--- src/rtl/bitu_pkg.sv ---
package bitu_pkg;
  typedef enum logic [2:0] {
    OP_TST = 3'd0,
    OP_SET = 3'd1,
    OP_CLR = 3'd2,
    OP_CHG = 3'd3,
    OP_SCF = 3'd4,
    OP_SCR = 3'd5
  } bitu_op_e;

  localparam logic [1:0] SZ_BYTE = 2'd0;
  localparam logic [1:0] SZ_HALF = 2'd1;

  function automatic logic is_scan(input logic [2:0] op);
    return (op == OP_SCF) || (op == OP_SCR);
  endfunction
endpackage

--- src/rtl/bitu_modify.sv ---
module bitu_modify #(
  parameter int DATA_W = 32,
  parameter int BYTE_W = 8,
  localparam int IDX_W  = $clog2(DATA_W),
  localparam int BIDX_W = $clog2(BYTE_W)
) (
  input  logic [DATA_W-1:0] operand_i,
  input  logic [IDX_W-1:0]  bitnum_i,
  input  logic              byte_i,
  input  logic [2:0]        op_i,
  output logic [DATA_W-1:0] result_o,
  output logic              zero_o
);
  import bitu_pkg::*;

  logic [IDX_W-1:0]  sel;
  logic [DATA_W-1:0] mask;
  logic              old_bit;

  // modulo 8 for byte operands, full range otherwise
  assign sel = byte_i ? {{(IDX_W-BIDX_W){1'b0}}, bitnum_i[BIDX_W-1:0]} : bitnum_i;

  for (genvar g = 0; g < DATA_W; g++) begin : g_mask
    assign mask[g] = (sel == IDX_W'(g));
  end

  assign old_bit = |(operand_i & mask);
  assign zero_o  = ~old_bit;

  always_comb begin
    unique case (op_i)
      OP_SET:  result_o = operand_i | mask;
      OP_CLR:  result_o = operand_i & ~mask;
      OP_CHG:  result_o = operand_i ^ mask;
      default: result_o = operand_i;
    endcase
  end
endmodule

--- src/rtl/bitu_scan.sv ---
module bitu_scan #(
  parameter int DATA_W = 32,
  parameter int HALF_W = 16,
  localparam int IDX_W = $clog2(DATA_W)
) (
  input  logic [DATA_W-1:0] operand_i,
  input  logic              half_i,
  input  logic              reverse_i,
  output logic [IDX_W-1:0]  index_o,
  output logic              found_o
);
  logic [DATA_W-1:0] vec;
  logic [IDX_W-1:0]  idx_fwd, idx_rev;

  for (genvar g = 0; g < DATA_W; g++) begin : g_vec
    if (g < HALF_W) begin : g_low
      assign vec[g] = operand_i[g];
    end else begin : g_high
      assign vec[g] = operand_i[g] & ~half_i;
    end
  end

  // lowest set bit wins
  always_comb begin
    idx_fwd = '0;
    for (int i = DATA_W-1; i >= 0; i--) begin
      if (vec[i]) idx_fwd = IDX_W'(i);
    end
  end

  // highest set bit wins
  always_comb begin
    idx_rev = '0;
    for (int i = 0; i < DATA_W; i++) begin
      if (vec[i]) idx_rev = IDX_W'(i);
    end
  end

  assign index_o = reverse_i ? idx_rev : idx_fwd;
  assign found_o = |vec;
endmodule

--- src/rtl/bitop_scan_unit.sv ---
module bitop_scan_unit #(
  parameter int DATA_W = 32,
  parameter int HALF_W = 16,
  parameter int BYTE_W = 8,
  localparam int IDX_W = $clog2(DATA_W)
) (
  input  logic              clk_i,
  input  logic              rst_ni,
  input  logic              valid_i,
  input  logic [2:0]        op_i,
  input  logic [1:0]        size_i,
  input  logic [DATA_W-1:0] operand_i,
  input  logic [IDX_W-1:0]  bitnum_i,
  output logic [DATA_W-1:0] result_o,
  output logic              zero_o,
  output logic [IDX_W-1:0]  index_o,
  output logic              found_o,
  output logic              done_o
);
  import bitu_pkg::*;

  logic [DATA_W-1:0] mod_res;
  logic              mod_zero;
  logic [IDX_W-1:0]  scan_idx;
  logic              scan_found;
  logic              scan_op;

  assign scan_op = is_scan(op_i);

  bitu_modify #(.DATA_W(DATA_W), .BYTE_W(BYTE_W)) u_modify (
    .operand_i (operand_i),
    .bitnum_i  (bitnum_i),
    .byte_i    (size_i == SZ_BYTE),
    .op_i      (op_i),
    .result_o  (mod_res),
    .zero_o    (mod_zero)
  );

  bitu_scan #(.DATA_W(DATA_W), .HALF_W(HALF_W)) u_scan (
    .operand_i (operand_i),
    .half_i    (size_i == SZ_HALF),
    .reverse_i (op_i == OP_SCR),
    .index_o   (scan_idx),
    .found_o   (scan_found)
  );

  always_ff @(posedge clk_i or negedge rst_ni) begin
    if (!rst_ni) begin
      result_o <= '0;
      zero_o   <= 1'b0;
      index_o  <= '0;
      found_o  <= 1'b0;
      done_o   <= 1'b0;
    end else begin
      done_o <= valid_i;
      if (valid_i) begin
        if (scan_op) begin
          found_o <= scan_found;
          if (scan_found) index_o <= scan_idx;
        end else begin
          result_o <= mod_res;
          zero_o   <= mod_zero;
        end
      end
    end
  end

  logic scan_empty;
  assign scan_empty = (size_i == SZ_HALF) ? (operand_i[HALF_W-1:0] == '0)
                                          : (operand_i == '0);

  assert_done_pulse_R1: assert property (@(posedge clk_i) disable iff (!rst_ni)
    1'b1 |=> (done_o == $past(valid_i)));

  assert_test_keeps_R2: assert property (@(posedge clk_i) disable iff (!rst_ni)
    valid_i && (op_i == OP_TST) |=> (result_o == $past(operand_i)));

  assert_single_bit_R3: assert property (@(posedge clk_i) disable iff (!rst_ni)
    valid_i && !scan_op |=> ($countones(result_o ^ $past(operand_i)) <= 1));

  assert_set_flag_R3: assert property (@(posedge clk_i) disable iff (!rst_ni)
    valid_i && (op_i == OP_SET) |=> (zero_o == (result_o != $past(operand_i))));

  assert_index_hit_R5: assert property (@(posedge clk_i) disable iff (!rst_ni)
    valid_i && scan_op && !scan_empty |=>
      found_o && ((($past(operand_i) >> index_o) & DATA_W'(1)) != '0));

  assert_empty_hold_R7: assert property (@(posedge clk_i) disable iff (!rst_ni)
    valid_i && scan_op && scan_empty |=> !found_o && $stable(index_o));

  assert_scan_hold_R8: assert property (@(posedge clk_i) disable iff (!rst_ni)
    valid_i && scan_op |=> $stable(result_o) && $stable(zero_o));
endmodule

--- config.mk ---
export PLATFORM = sky130hd
export DESIGN_NAME = bitop_scan_unit
export DESIGN_NICKNAME = d
export VERILOG_FILES = /design/src/rtl/bitu_pkg.sv /design/src/rtl/bitu_modify.sv /design/src/rtl/bitu_scan.sv /design/src/rtl/bitop_scan_unit.sv
export SDC_FILE = /design/constraint.sdc
export NUM_CORES = 1
export LEC_CHECK = 0
export BUFFER_PORTS_ARGS = -buffer_cell sky130_fd_sc_hd__buf_2
export CORE_AREA = 2 2 117 119
export DETAILED_ROUTE_END_ITERATION = 8
export DIE_AREA = 0 0 119 121
export PLACE_DENSITY = 0.6
export SYNTH_ARGS = -nofsm -noshare
export SYNTH_HDL_FRONTEND = slang
export SYNTH_HIERARCHICAL = 1
export SYNTH_SLANG_ARGS = --single-unit
export TNS_END_PERCENT = 100
--- constraint.sdc ---
create_clock -name clk_i -period 1.83 [get_ports clk_i]
set_input_delay 0.4575 -clock clk_i [delete_from_list [all_inputs] [get_ports clk_i]]
set_output_delay 0.4575 -clock clk_i [all_outputs]
set_load 0.02 [all_outputs]
# After elaboration in Yosys (flattened, before gate mapping)
# Index checks and enable logic that the tools add are counted.
[totals]
regBits = 40
input_bits = 45
elab_cells = 140
[classes]
n_eq_ne = 37
mux = 66
bitwise_logic = 24
reduce_logical = 8
[op_table]
columns = ["op", "count"]
rows = [
  ["5-bit two-way mux", 50],
  ["32-bit one-hot mux with 3 select lines", 1],
  ["5-bit equality test (second input constant)", 16],
  ["32-bit bitwise AND", 2],
  ["32-bit OR reduction", 2],
  ["5-bit by 4-bit equality test with 1-bit output (second input constant)", 8],
  ["4-bit two-way mux", 8],
  ["32-bit NOT", 1],
  ["32-bit OR", 1],
  ["32-bit XOR", 1],
  ["5-bit by 3-bit equality test with 1-bit output (second input constant)", 4],
  ["1-bit bitwise AND", 16],
  ["3-bit two-way mux", 4],
  ["5-bit by 2-bit equality test with 1-bit output (second input constant)", 2],
  ["3-bit by 2-bit equality test with 1-bit output (second input constant)", 2],
  ["3-bit equality test (second input constant)", 2],
  ["5-bit by 1-bit equality test with 1-bit output (second input constant)", 1],
  ["5-bit zero test", 1],
  ["2-bit two-way mux", 2],
  ["2-bit AND reduction", 2],
  ["3-bit by 1-bit equality test with 1-bit output (second input constant)", 1],
  ["1-bit NOT", 3],
  ["3-bit AND reduction", 1],
  ["2-bit by 1-bit equality test with 1-bit output (second input constant)", 1],
  ["other kinds (3)", 3],
]

# Depth between registers and ports, before layout
[logic_depth]
word_depth = 36
depth_mapped = 10
ltp_nobuf = 9

# Hierarchy
# Netlist, hierarchy kept.
[by_module_without_submodules]
columns = ["module", "n_inst", "cells_each", "area_each_um2", "seq_area_each_um2"]
rows = [
  ["bitu_modify", 1, 391, 3030.4, 0.0],
  ["bitop_scan_unit", 1, 90, 1524.0, 1001.0],
  ["bitu_scan", 1, 119, 715.7, 0.0],
]

# Worst setup path before layout
# OpenSTA, ideal clock, no wires.
[synth_timing]
path_type = "input to register"
from = "input port size_i[0]"
to = "register index_o[0]"
setup_time_ns = 0.125
t_arrival_ns = 2.264
required_ns = 1.705
slack_ns = -0.559
stages = 6
path_buffers = 1
path_cell_list = "nor2b_1 -> clkbuf_1 -> a21oi_1 -> or4b_1 -> nand4b_1 -> mux2_2"
[synth_via]
word_cells_on_any_way = 69
[synth_rtl]
columns = ["element", "line", "rtl"]
rows = [
  ["start: declaration", "bitop_scan_unit.sv:11", "input logic [1:0] size_i,"],
  ["2-bit by 1-bit equality test with 1-bit output *", "n/a", ""],
  ["1-bit NOT *", "bitu_scan.sv:19", "assign vec[g] = operand_i[g] & ~half_i;"],
  ["1-bit bitwise AND", "bitu_scan.sv:19", ""],
  ["32-bit OR reduction *", "bitu_scan.sv:40", "assign found_o = |vec;"],
  ["net scan_found", "bitop_scan_unit.sv:25", "logic scan_found;"],
  ["3-bit AND reduction (no source line) *", "n/a", ""],
  ["end signal: assignment", "bitop_scan_unit.sv:59", "if (scan_found) index_o <= scan_idx;"],
  ["end: declaration", "bitop_scan_unit.sv:16", "output logic [IDX_W-1:0] index_o,"],
]
# The timed path passes the listed nets; every way through them passes the cells marked *.
# A chain may end at the register's enable or synchronous reset.

# Final worst setup path
[layout_timing]
from = "input port operand_i[8]"
to = "register index_o[2]"
[layout_via]
word_cells_on_any_way = 36
[layout_rtl]
columns = ["element", "line", "rtl"]
rows = [
  ["start: declaration", "bitop_scan_unit.sv:12", "input logic [DATA_W-1:0] operand_i,"],
  ["32-bit OR reduction", "bitu_scan.sv:40", ""],
  ["net scan_found", "bitop_scan_unit.sv:25", ""],
  ["3-bit AND reduction (no source line)", "n/a", ""],
]
# The timed path passes the listed nets, and every way through them passes these cells.

==> results.txt <==
post-synthesis async set-or-reset flop share: 1.00
Area Overhead vs Synth: 62.4%
met3 usage: 0.0244
Core Box Area: 13100 sq um
initial core utilization: 0.403
WP data required: 2.00 ns
Final Power: 4210 uW
FP Rows: 42
crit path launch type: input pin
most used cell, CP: buf_6
Die Footprint: 14400 sq um
GRT Resource Usage Total: 0.252
gr busiest metal: met2
Post-DP HPWL: 13800 um
total negative slack: -8.02 ns
Nets: 956
Hold Path Class: in2async
failing checks: setup timing
fin cells: 992
worst setup path category: in2reg
top cells by area, synth: ha_1 (23%), dfrtp_1 (19%), mux2_2 (8.3%)
clock sink count: 40
clock latency on the worst-skew pair: 0.29 ns
Crit-path slowest cell: or4_4
Worst-Margin Slew: 0.483 ns
Power Density: 492 nW/um^2
CP delay by family, top: simple AND/OR/NAND/NOR gates
Reg-to-Reg Start: result_o[6]
Synth cell types: 54
RSZ-0062 raised after global routing: yes
Hold Vio Cnt, Final: 0
placed cell count: 952
maximum vdd drop: 0.345 mV
drt total wl: 18700 um
initial antenna violation count: 0
Setup Viol. Count Final: 39
Mean Syn Cell Area: 8.78 sq um
Longest Clk Path Bufs: 2
maxcap violations: 0
Top FF cell, synth: dfrtp_1
worst path buffer plus inverter count: 2
Port Buffers: 84
CP arrival: 2.33 ns
pre-CTS setup slack: -0.771 ns
largest area contributor in the netlist: ha_1
RePlAce Congestion: 0.903
met1 Use GR: 0.326
Rel. slew slack: 0.678
Antenna Diode Count: 0
final global-route overflow total: 0
DR vias/cell: 5.38
Syn Inst Count: 600
Final Skew: 0 ns
Levels on crit path: 7
crit path from: operand_i[8]
Leak: 0.00428 uW
Crit. End Element: flip-flop
worst reg-to-reg setup slack: 1.05 ns
register bit count reported by yosys: 40
multi-input gate area in the final layout: 5090 sq um
Yosys warning total: 6
final core area utilization: 0.654
Residual DRC: 0
share of the synthesized area in the top cell type: 0.228
Seq. cell area: 1000 sq um
Seq/Total Area, Yosys: 0.190
status: finished with violations
Post-Syn Area: 5270 sq um
Max Slew Vio Count: 0
Final min period: 2.15 ns
DR vias: 5340
layout cell share with drive strength beyond 1: 0.602
remaining antenna violation count: 0
largest net degree at the start of global routing: 34
met2 usage: 0.442
Max Freq: 465 MHz
Die X: 119 um
Post-synth EDFFs: 0
IO Pins: 85
clock transition at the registers of the reported paths: 0.06 ns
Final period util: 1.18
CP cell instances: buf_6 -> or4_4 -> nor3_4 -> or4b_1 -> nand4b_1 -> buf_6 -> mux2_4
wire per inst: 18.9 um
CTS buffer count: 5
Pre-antenna DRT Iters: 5
FILL cells: 1019
CTS tree: yes
reg2reg end: result_o[6]
first-pass GRT wire length: 28600 um
R2R cell count: 1
worst-path fanout max: 6
end of the critical path: index_o[2]
CP max stage delay: 0.56 ns
cts-stage hold buffer count: 0
H-tree depth: 2
die span in y: 121 um
final worst setup slack: -0.323 ns
initial DRC count: 348
syn nets: 741
Clock Root Buffer: clkbuf_16
vias in the first global route: 5380
==> registers in the layout, indices dropped and copies added (netlist names) <==
name      count
done_o        1
result_o     32
found_o       1
zero_o        1
index_o       5
==> timing repair <==
action,in CTS,in global routing
pin swaps,47,46
endpoints found under the setup margin,39,39
buffers inserted,21,14
resized for setup,121,77
==> cell usage after synthesis (all sizes together), types with 3 or more instances <==
| cell | instances |
|---|---|
| nand2 | 112 |
| ha | 96 |
| mux2 | 70 |
| nor2 | 69 |
| inv | 42 |
| dfrtp | 40 |
| o211ai | 32 |
| buf | 23 |
| nor4 | 15 |
| nand2b | 11 |
| o21ai | 10 |
| a21oi | 8 |
| nor2b | 8 |
| nor3 | 8 |
| a211oi | 4 |
| a221o | 4 |
| clkbuf | 4 |
| a221oi | 3 |
| nor4b | 3 |
| o22ai | 3 |
| o31ai | 3 |
| or4 | 3 |
==> layer usage <==
metal / up-vias / wire (um)
li1: 2505 / -
met1: 2629 / 8150
met2: 169 / 9270
met3: 37 / 795
met4: 0 / 527
met5: - / 0
==> final cells by class <==
cell class                 instances  share of cell area
multi-input combinational        491               0.595
timing repair buffer             235               0.223
sequential                        40               0.117
tap                              176              0.0257
inverter                          42              0.0184
clock buffer                       7              0.0178
clock inverter                     1             0.00351
==> cell families after synthesis <==
kind of cell | share of synthesized area
simple gates | 0.212
compound gates | 0.131
flops | 0.190
buf+inv | 0.0696
mux | 0.170
fa+ha+maj | 0.228
==> stage by stage <==
step                      hold slack, ns  instance area, sq um
after floorplan                    0.162                  5700
after global placement             0.442                  7110
after detailed placement           0.445                  7110
after CTS                          0.139                  8130
after global routing               0.171                  8560
final                              0.121                  8560
==> cell usage in the layout (no fill, tap or decap), types with 5 or more instances in the layout <==
master     instances
buf_4            110
buf_2             76
mux2_4            58
nor2_1            56
ha_1              53
inv_1             42
nand2_1           42
dfrtp_1           40
nand2_2           38
buf_6             31
ha_4              31
nand2_4           29
o211ai_2          17
buf_12            16
o211ai_1          15
mux2_2            12
ha_2              12
nor2_4             9
o21ai_0            9
a21oi_1            8
nor4_1             7
nand2b_4           6
nor4_2             6
clkbuf_16          5
nand2b_1           5
==> power by group <==
| part | total [uW] | switching, uW | internal (uW) |
|---|---|---|---|
| sequential | 1120 | 77.5 | 1040 |
| clock | 1100 | 385 | 719 |
| combinational | 1990 | 1030 | 959 |
==> worst min path at each step <==
stage	cells past startpoint	to	from	slack, ns
after floorplan	0	done_o	rst_ni	0.16
after global placement	1	result_o[20]	rst_ni	0.44
after detailed placement	1	result_o[20]	rst_ni	0.45
after CTS	1	result_o[20]	rst_ni	0.14
after global routing	1	result_o[18]	rst_ni	0.17
final	1	result_o[18]	rst_ni	0.12
(Power assumes the default switching activity.)
